==> src/rtl/lhd_pkg.sv <==
package lhd_pkg;

  // register addresses (one decoded register per address)
  localparam logic [1:0] A_STAT = 2'd0;
  localparam logic [1:0] A_CTRL = 2'd1;
  localparam logic [1:0] A_ID   = 2'd2;

  // identifier byte receiver phases
  typedef enum logic [1:0] {
    ID_WSTOP,
    ID_WSTART,
    ID_DATA,
    ID_STOP
  } id_st_t;

  // two protection bits over six identifier bits
  function automatic logic id_parity_ok(input logic [7:0] b);
    logic p0, p1;
    p0 = b[0] ^ b[1] ^ b[2] ^ b[4];
    p1 = ~(b[1] ^ b[3] ^ b[4] ^ b[5]);
    return (b[6] == p0) && (b[7] == p1);
  endfunction

endpackage

==> src/rtl/lhd_brk.sv <==
module lhd_brk #(
  parameter int BRK_BITS = 11
) (
  input  logic clk,
  input  logic rst,
  input  logic en,
  input  logic tick,
  input  logic rx_s,
  output logic hit
);
  localparam int BCW = $clog2(BRK_BITS + 1);

  logic [BCW-1:0] lowcnt;

  assign hit = en && tick && !rx_s && (lowcnt == BCW'(BRK_BITS - 1));

  always_ff @(posedge clk) begin
    if (rst) begin
      lowcnt <= '0;
    end else if (!en || hit) begin
      lowcnt <= '0;
    end else if (tick) begin
      lowcnt <= rx_s ? '0 : lowcnt + 1'b1;
    end
  end

  // a break can only complete after BRK_BITS-1 low ticks were already seen
  p_brk_run_r1: assert property (@(posedge clk) disable iff (rst)
    hit |-> $past(lowcnt) == BCW'(BRK_BITS - 1) || $past(tick) == 1'b0);

endmodule

==> src/rtl/lhd_sync.sv <==
module lhd_sync #(
  parameter int TMO_BITS = 14,
  parameter int SPAN_W   = 16
) (
  input  logic              clk,
  input  logic              rst,
  input  logic              start,
  input  logic              abort,
  input  logic              fall,
  input  logic              tick,
  output logic              active,
  output logic              done,
  output logic [SPAN_W-1:0] span
);
  localparam int TCW     = $clog2(TMO_BITS + 1);
  localparam int N_EDGES = 5;

  logic [2:0]        ecnt;
  logic [TCW-1:0]    tcnt;
  logic [SPAN_W-1:0] scnt;
  logic              tmo;

  assign done = active && !abort && fall && (ecnt == 3'(N_EDGES - 1));
  assign tmo  = active && !abort && !done && tick && (tcnt == TCW'(TMO_BITS - 1));

  always_ff @(posedge clk) begin
    if (rst) begin
      active <= 1'b0;
      ecnt   <= '0;
      tcnt   <= '0;
      scnt   <= '0;
      span   <= '0;
    end else if (start) begin
      active <= 1'b1;
      ecnt   <= '0;
      tcnt   <= '0;
      scnt   <= '0;
    end else if (active) begin
      if (abort || done || tmo) begin
        active <= 1'b0;
        if (done) span <= scnt;
      end else begin
        if (fall) ecnt <= ecnt + 1'b1;
        if (fall && ecnt == 3'd0) scnt <= SPAN_W'(1);
        else if (ecnt != 3'd0 && scnt != '1) scnt <= scnt + 1'b1;
        if (tick) tcnt <= tcnt + 1'b1;
      end
    end
  end

  p_edge_bound_r6: assert property (@(posedge clk) disable iff (rst)
    active |-> ecnt < 3'(N_EDGES));

  // leaving the synch state needs an abort, an edge or a tick
  p_exit_cause_r8: assert property (@(posedge clk) disable iff (rst)
    $fell(active) |-> $past(abort || fall || tick));

endmodule

==> src/rtl/lhd_idrx.sv <==
module lhd_idrx
  import lhd_pkg::*;
#(
  parameter int TMO_BITS = 14
) (
  input  logic       clk,
  input  logic       rst,
  input  logic       start,
  input  logic       tick,
  input  logic       rx_s,
  output logic       busy,
  output logic       ok,
  output logic [5:0] id
);
  localparam int TCW = $clog2(TMO_BITS + 1);

  id_st_t         st;
  logic [7:0]     shreg;
  logic [2:0]     bcnt;
  logic [TCW-1:0] tcnt;

  always_ff @(posedge clk) begin
    if (rst) begin
      busy  <= 1'b0;
      st    <= ID_WSTOP;
      shreg <= '0;
      bcnt  <= '0;
      tcnt  <= '0;
      ok    <= 1'b0;
      id    <= '0;
    end else begin
      ok <= 1'b0;
      if (start) begin
        busy <= 1'b1;
        st   <= ID_WSTOP;
        tcnt <= '0;
        bcnt <= '0;
      end else if (busy && tick) begin
        case (st)
          ID_WSTOP, ID_WSTART: begin
            if (tcnt == TCW'(TMO_BITS - 1)) begin
              busy <= 1'b0;
            end else begin
              tcnt <= tcnt + 1'b1;
              if (st == ID_WSTOP && rx_s) st <= ID_WSTART;
              if (st == ID_WSTART && !rx_s) begin
                st   <= ID_DATA;
                bcnt <= '0;
              end
            end
          end
          ID_DATA: begin
            shreg <= {rx_s, shreg[7:1]};
            bcnt  <= bcnt + 1'b1;
            if (bcnt == 3'd7) st <= ID_STOP;
          end
          default: begin
            busy <= 1'b0;
            if (rx_s && id_parity_ok(shreg)) begin
              ok <= 1'b1;
              id <= shreg[5:0];
            end
          end
        endcase
      end
    end
  end

  // an accepted identifier needs a high stop sample at a tick
  p_ok_stop_r3: assert property (@(posedge clk) disable iff (rst)
    ok |-> $past(rx_s && tick && busy));

endmodule

==> src/rtl/lhd_regs.sv <==
module lhd_regs
  import lhd_pkg::*;
(
  input  logic       clk,
  input  logic       rst,
  input  logic       wr,
  input  logic       rd,
  input  logic [1:0] addr,
  input  logic [3:0] wdata,
  input  logic       hdr_set,
  input  logic       sync_act,
  input  logic [5:0] id,
  output logic [7:0] rdata,
  output logic       mode,
  output logic       ie,
  output logic       autos,
  output logic       sw_abort,
  output logic       irq
);
  logic flag;
  logic armed;
  logic clr;

  assign sw_abort = wr && (addr == A_CTRL) && !wdata[3];
  assign clr      = rd && (addr == A_CTRL) && armed;

  always_ff @(posedge clk) begin
    if (rst) begin
      mode  <= 1'b0;
      ie    <= 1'b0;
      autos <= 1'b0;
      flag  <= 1'b0;
      armed <= 1'b0;
      irq   <= 1'b0;
      rdata <= '0;
    end else begin
      if (wr && addr == A_CTRL) {autos, ie, mode} <= wdata[2:0];
      if (wr || rd) armed <= (addr == A_STAT);
      if (hdr_set) flag <= 1'b1;
      else if (clr) flag <= 1'b0;
      irq <= ie && flag;
      if (rd) begin
        case (addr)
          A_STAT:  rdata <= {7'b0, flag};
          A_CTRL:  rdata <= {4'b0, sync_act, autos, ie, mode};
          A_ID:    rdata <= {2'b0, id};
          default: rdata <= '0;
        endcase
      end
    end
  end

  p_flag_clear_r4: assert property (@(posedge clk) disable iff (rst)
    $fell(flag) |-> $past(rd && addr == A_CTRL && armed));

  p_irq_on_r5: assert property (@(posedge clk) disable iff (rst)
    (ie && flag) |=> irq);

  p_irq_off_r5: assert property (@(posedge clk) disable iff (rst)
    !(ie && flag) |=> !irq);

endmodule

==> src/rtl/lin_hdr_detect.sv <==
module lin_hdr_detect #(
  parameter int BRK_BITS = 11,
  parameter int TMO_BITS = 14,
  parameter int SPAN_W   = 16
) (
  input  logic              clk,
  input  logic              rst,
  input  logic              rx,
  input  logic              bit_tick,
  input  logic              reg_wr,
  input  logic              reg_rd,
  input  logic [1:0]        reg_addr,
  input  logic [3:0]        reg_wdata,
  output logic [7:0]        reg_rdata,
  output logic              irq,
  output logic              meas_valid,
  output logic [SPAN_W-1:0] meas_span
);
  logic       rx_s, rx_p, fall;
  logic       mode, ie, autos, sw_abort;
  logic       brk_hit, sync_act, sync_done, id_busy, id_ok;
  logic       hdr_set;
  logic [5:0] id;

  always_ff @(posedge clk) begin
    if (rst) begin
      rx_s       <= 1'b1;
      rx_p       <= 1'b1;
      meas_valid <= 1'b0;
    end else begin
      rx_s       <= rx;
      rx_p       <= rx_s;
      meas_valid <= sync_done && autos;
    end
  end

  assign fall    = rx_p && !rx_s;
  assign hdr_set = (brk_hit && !mode) || id_ok;

  lhd_brk #(.BRK_BITS(BRK_BITS)) u_brk (
    .clk(clk), .rst(rst), .en(!sync_act && !id_busy),
    .tick(bit_tick), .rx_s(rx_s), .hit(brk_hit)
  );

  lhd_sync #(.TMO_BITS(TMO_BITS), .SPAN_W(SPAN_W)) u_sync (
    .clk(clk), .rst(rst), .start(brk_hit), .abort(sw_abort),
    .fall(fall), .tick(bit_tick), .active(sync_act),
    .done(sync_done), .span(meas_span)
  );

  lhd_idrx #(.TMO_BITS(TMO_BITS)) u_idrx (
    .clk(clk), .rst(rst), .start(sync_done && mode), .tick(bit_tick),
    .rx_s(rx_s), .busy(id_busy), .ok(id_ok), .id(id)
  );

  lhd_regs u_regs (
    .clk(clk), .rst(rst), .wr(reg_wr), .rd(reg_rd), .addr(reg_addr),
    .wdata(reg_wdata), .hdr_set(hdr_set), .sync_act(sync_act), .id(id),
    .rdata(reg_rdata), .mode(mode), .ie(ie), .autos(autos),
    .sw_abort(sw_abort), .irq(irq)
  );

  p_phase_excl_r7: assert property (@(posedge clk) disable iff (rst)
    !(sync_act && id_busy));

  p_meas_auto_r6: assert property (@(posedge clk) disable iff (rst)
    meas_valid |-> $past(autos));

endmodule

==> config.mk <==
export PLATFORM = sky130hd
export DESIGN_NAME = lin_hdr_detect
export DESIGN_NICKNAME = d
export VERILOG_FILES = /design/src/rtl/lhd_pkg.sv /design/src/rtl/lhd_brk.sv /design/src/rtl/lhd_sync.sv /design/src/rtl/lhd_idrx.sv /design/src/rtl/lhd_regs.sv /design/src/rtl/lin_hdr_detect.sv
export SDC_FILE = /design/constraint.sdc
export NUM_CORES = 1
export LEC_CHECK = 0
export BUFFER_PORTS_ARGS = -buffer_cell sky130_fd_sc_hd__buf_2
export CAP_MARGIN = 10
export CORE_MARGIN = 5
export CORE_UTILIZATION = 55
export CTS_CLUSTER_DIAMETER = 200
export DETAILED_ROUTE_END_ITERATION = 10
export HOLD_SLACK_MARGIN = 0.03
export MAX_ROUTING_LAYER = met4
export PLACE_DENSITY_LB_ADDON = 0.08
export SLEW_MARGIN = 20
export SYNTH_ARGS = -nofsm -noshare
export SYNTH_HDL_FRONTEND = slang
export SYNTH_SLANG_ARGS = --single-unit
==> constraint.sdc <==
create_clock -name clk -period 1.9 [get_ports clk]
set_input_delay 0.38 -clock clk [delete_from_list [all_inputs] [get_ports clk]]
set_output_delay 0.38 -clock clk [all_outputs]
set_load 0.05 [all_outputs]
**Yosys cells after proc, flatten, opt, wreduce, memory -nomap -nowiden**

Index checks and enable logic that the tools add are counted.

- Bits of input ports: 12
- Output and inout bits: 26
- Flip-flop bits (word level): 86

- Bitwise logic cells: 13
- Mux-type cells: 22
- Reduce and logical (&&, ||, !) cells: 63
- Equality and inequality tests: 18
- Add/subtract/negate cells: 6

Operators by type and width:

| operator | number |
|---|---|
| $mux 16 | 2 |
| $logic_and 1x1->1 | 26 |
| $pmux 6 s3 | 1 |
| $reduce_and 3->1 | 6 |
| $add 16x1->16 const B | 1 |
| $ne 16x16->1 const B | 1 |
| $add 4x1->4 const B | 3 |
| $eq 4x4->1 const B | 3 |
| $reduce_and 4->1 | 3 |
| $mux 1 | 9 |
| $logic_not 1->1 | 8 |
| $mux 2 | 4 |
| $reduce_bool 2->1 | 4 |
| $reduce_or 2->1 | 4 |
| $not 1->1 | 7 |
| $add 3x1->3 const B | 2 |
| $eq 3x3->1 const B | 2 |
| $mux 3 | 2 |
| $ne 2x1->1 const B | 3 |
| $ne 3x1->1 const B | 2 |
| $pmux 3 s2 | 1 |
| $reduce_or 6->1 | 1 |
| $xor 1x1->1 | 6 |
| $logic_or 1x1->1 | 5 |
| other kinds (12) | 16 |

**Logic depth before layout (Yosys ltp)**

- Depth in word-level cells: 15
- Mapped depth: 8
- Depth with buffers taken out: 7

**By module**

Synthesis repeated with hierarchy kept, for this count alone.

- Cells, all modules: 496
- Area total of the unflattened synthesis: 4144.0 um^2

By module, submodules not included:

| module | cells each | area an instance (um^2) | times used |
|---|---|---|---|
| lhd_sync | 245 | 1959.4 | 1 |
| lhd_idrx | 153 | 1322.5 | 1 |
| lhd_regs | 59 | 501.7 | 1 |
| lhd_brk | 27 | 252.7 | 1 |
| lin_hdr_detect | 12 | 107.6 | 1 |

**Worst setup path before layout**

Ideal clock, no wire load.

- Path type: reg-to-reg
- Start point: register u_sync.scnt[0]
- End point: register u_sync.scnt[11]
- Cell stages (with the launch flop): 8
- Setup slack: 164 ps
- Setup time: 140 ps
- Arrival time: 1596 ps
- Data required time: 1760 ps
- Path through: dfxtp_1 -> ha_1 -> nand3_2 -> nor4_4 -> a211oi_4 -> buf_6 -> a41oi_4 -> a311oi_2

- Word-level cells in the longest chain between the ends: 4
- Elaborated cells between the ends (all ways): 7
- Classes of those cells: add/sub: 1; eq/ne: 1; mux: 2; reduce/logical: 3

RTL lines:

| element | RTL line | text |
|---|---|---|
| from (decl) | lhd_sync.sv:20 | `logic [SPAN_W-1:0] scnt;` |
| from (signal assigned) | lhd_sync.sv:45 | `else if (ecnt != 3'd0 && scnt != '1) scnt <= scnt + 1'b1;` |
| branches (longest 4 deep; another with $add 16x1->16) | - |  |

Parallel ways; which one is timed is not known. The select of a mux whose other input is x is not followed.
A chain may end at the register's enable or synchronous reset.

**Worst setup path after layout**

- Start point: register u_idrx.shreg[3]
- End point: register u_idrx.id[3]

- Word-level cells in the longest chain between the ends: 8

RTL lines:

| element | RTL line | text |
|---|---|---|
| from (decl) | lhd_idrx.sv:18 | `logic [7:0] shreg;` |
| from (signal assigned) | lhd_idrx.sv:53 | `shreg <= {rx_s, shreg[7:1]};` |
| $xor 1x1->1 (3 in a row) | lhd_pkg.sv:20 | `p1 = ~(b[1] ^ b[3] ^ b[4] ^ b[5]);` |
| $not 1->1 | lhd_pkg.sv:20 |  |
| $eq 1x1->1 | lhd_pkg.sv:21 | `return (b[6] == p0) && (b[7] == p1);` |
| $logic_and 1x1->1 | lhd_pkg.sv:21 |  |
| $logic_and 1x1->1 | lhd_idrx.sv:59 | `if (rx_s && id_parity_ok(shreg)) begin` |
| $reduce_and 4->1 (no line) | - |  |
| to (signal assigned) | lhd_idrx.sv:61 | `id <= shreg[5:0];` |
| to (decl) | lhd_idrx.sv:13 | `output logic [5:0] id` |

Several ways; a longest one is shown, not always the timed one.

==> results.ini <==
[grt]
first_global_vias=3201
gr-total-overflow=0
grtUsageTotal_pct=21.2
largest_net_degree_at_the_start_of_global_routing=31
grt_first_pass_wirelength_um=14900
initial_antenna_violation_count=0

[power_and_ir_drop]
comb_power_share_pct=4.7
seqPwrFrac_pct=54.4
clock_power_share_pct=40.8
cellInternalPower_mw=2.48
vdd.ir_drop.worst_mv=0.463
report.power.total_mw=3.27
total_switching_power_mw=0.788
total_leakage_power_nw=1.79
pwr_cell_area_nw_per_um2=692
switching_share_pct=24.1

[setup_path]
worstSetupStartpoint=u_idrx.shreg[3]
worstSetupEndpointType=flop
r2r_slack_ns=0.09
required_ns=2.15
critPathLaunchType=flop
cp.arrival_ns=2.05
timing.critical_path.fanout_max=6
r2r_start=u_idrx.shreg[3]
critPathKind=reg -> reg

[floorplan]
die_x_um=95.9
die_footprint_um2=9190
core_um2=7210
chipHeight_um=95.9
starting_utilization_of_the_core_area_pct=56.2
io_pins=38
placement_rows=31

[synthesis]
synth-seq-area-share_pct=41.5
synth-main-ff-cell=sky130_fd_sc_hd__dfxtp_1
yosys.cell_types.count=60
synth-seq-cells=84
post_synthesis_instance_area_um2=4060
synth-edff-count=0
asyncSetResetFlopFracSynth_pct=0
postSynthCellCount=455
yosysWarningCount=0
avgSynthCellArea_um2=8.91

[clocking]
cts_tree=done
clock_tree.htree_level_count=3
numCtsBuffers=9
cts_hold_buffers=0
ctsRootBufferMaster=sky130_fd_sc_hd__clkbuf_8
clock-sinks=84
clk_latency_ns=0.36
clk_pin_slew_worst_paths_ns=0.09
cts_buffer_depth=2

[placement]
post_dp_cell_area_um2=4480
gp_congestion=0.823
buffer_ports.inserted=35
placed_cells=596
dpl.hpwl_um=6340
dp_slack_ns=-0.00299

[layout]
antennaDiodeCount=0
fin_nets=536
mostFrequentLayoutCell=sky130_fd_sc_hd__dfxtp_1
post-route-util_pct=65.5
layout-drive-gt1-share_pct=22.0
most_frequent_cells_in_the_layout=83 x sky130_fd_sc_hd__dfxtp_1, 52 x sky130_fd_sc_hd__nand2_1, 48 x sky130_fd_sc_hd__nor2_1
sequential_cell_area_um2=1680
multi_input_area_um2=2190
stdcell_count=612
syn2layout_area_growth_pct=16.4
final_design_area_no_fill_um2=4720
fillerInstances=648

[sta]
fin_worst_skew_ns=0.00930
finalSetupViolations=0
hold_slack_ns=0.227
report.final.slew_viol_count=0
layout_setup_ws_ns=0.0923
period_share_pct=95.1
setup-tns-final_ns=0
layout_min_cycle_time_ns=1.81
achievable_freq_ghz=0.553
report.final.hold_viol_count=0

[detailed_routing]
vias_per_cell=5.43
num_vias=3325
detail_route.wl_per_cell_um=14.3
final_antenna_net_count=0
drt_iter0_drc=133
drc=0
totalWireLength_um=8770
drt_pass1_iterations=4

[worst_hold_path]
type_of_the_worst_min_delay_path=in -> reg
timing.hold.worst.start=rx

[run]
max-cap-violations=0

[outcome]
result_of_the_run=completed

-- metal layers --
layer	routed length, µm	track usage [%]	share of wire, %
met4	129	7.70	1.5
met2	4460	35.0	51
met3	142	3.13	1.6
met1	4040	26.3	46
met5	0	-	0
-- cell type report --
class	count	area share, %
multi-input combinational	331	46.5
sequential	84	35.6
inverter	11	0.874
clock buffer	10	2.91
tap	99	2.62
clock inverter	6	1.51
timing repair buffer	71	9.96
-- Yosys cell counts, types with 5 or more instances --
cell type | count | area share [%]
sky130_fd_sc_hd__nand3b_1 | 5 | 0.93
sky130_fd_sc_hd__nand3_1 | 17 | 2.1
sky130_fd_sc_hd__a311oi_1 | 9 | 1.9
sky130_fd_sc_hd__dfxtp_1 | 84 | 41
sky130_fd_sc_hd__nand2b_1 | 10 | 1.5
sky130_fd_sc_hd__or2_2 | 5 | 0.77
sky130_fd_sc_hd__xor2_1 | 6 | 1.3
sky130_fd_sc_hd__nor2_1 | 48 | 4.4
sky130_fd_sc_hd__nor3_1 | 11 | 1.4
sky130_fd_sc_hd__ha_1 | 16 | 4.9
sky130_fd_sc_hd__buf_2 | 13 | 1.6
sky130_fd_sc_hd__a211oi_1 | 8 | 1.5
sky130_fd_sc_hd__inv_1 | 11 | 1.0
sky130_fd_sc_hd__nand4_1 | 7 | 1.1
sky130_fd_sc_hd__o21ai_0 | 6 | 0.74
sky130_fd_sc_hd__nand2_1 | 52 | 4.8
sky130_fd_sc_hd__a21oi_1 | 46 | 5.7
sky130_fd_sc_hd__buf_4 | 5 | 0.93
sky130_fd_sc_hd__clkbuf_1 | 5 | 0.46
sky130_fd_sc_hd__and3_1 | 7 | 1.1
sky130_fd_sc_hd__mux2i_1 | 17 | 4.2
-- state kept, by name, summed over array words and instances, names as in the netlist, 2 cells and up --
| register | count |
|---|---|
| u_brk.lowcnt | 4 |
| u_idrx.bcnt | 3 |
| u_idrx.id | 6 |
| u_idrx.shreg | 8 |
| u_idrx.st | 2 |
| u_idrx.tcnt | 4 |
| u_regs.rdata | 6 |
| u_sync.ecnt | 3 |
| u_sync.scnt | 16 |
| u_sync.span | 16 |
| u_sync.tcnt | 4 |
-- power groups by stage --
stage               Clock (mW)  Combinational [mW]  Sequential (mW)
detailed placement           0               0.155             1.82
CTS                       1.36               0.155             1.78
floorplan                    0              0.0899             1.83
finish                    1.33               0.155             1.78
global route              1.44               0.170             1.78
global placement             0               0.153             1.82
-- logic make-up (layout without fill, tap and decap cells) --
group                      after synthesis  after routing  synth area share (%)
AOI/OAI and AO/OA                       93             93                  15.8
xor gates and xnor gates                12             12                  3.30
adders and majority gates               16             16                  4.94
buffers and inverters                   41             98                  5.21
DFF                                     84             84                  41.5
muxes                                   17             17                  4.20
other                                    1              2                0.0925
and+or+nand+nor                        191            191                  25.0
-- timing repair --
item | in CTS | in global routing
resized for setup | 1 | 8
setup endpoints to repair | 6 | 46
endpoints found under the hold margin | 0 | 0
pin swaps | 0 | 4
setup buffers | 0 | 0
-- worst paths after layout --
kind | to | depth (start not counted)
hold / removal | rx_s | 2
hold reg to reg | u_sync.span[2] | 2
setup reg to reg | u_idrx.id[3] | 5
setup / recovery | u_idrx.id[3] | 5
-- worst max-delay path, cell delays in order (launching register included) --
cell	delay, ns
sky130_fd_sc_hd__dfxtp_1	0.40
sky130_fd_sc_hd__xor3_1	0.45
sky130_fd_sc_hd__nor3_2	0.22
sky130_fd_sc_hd__o211a_2	0.34
sky130_fd_sc_hd__mux2i_1	0.23
sky130_fd_sc_hd__nor2_1	0.05
(Power assumes the default switching activity.)
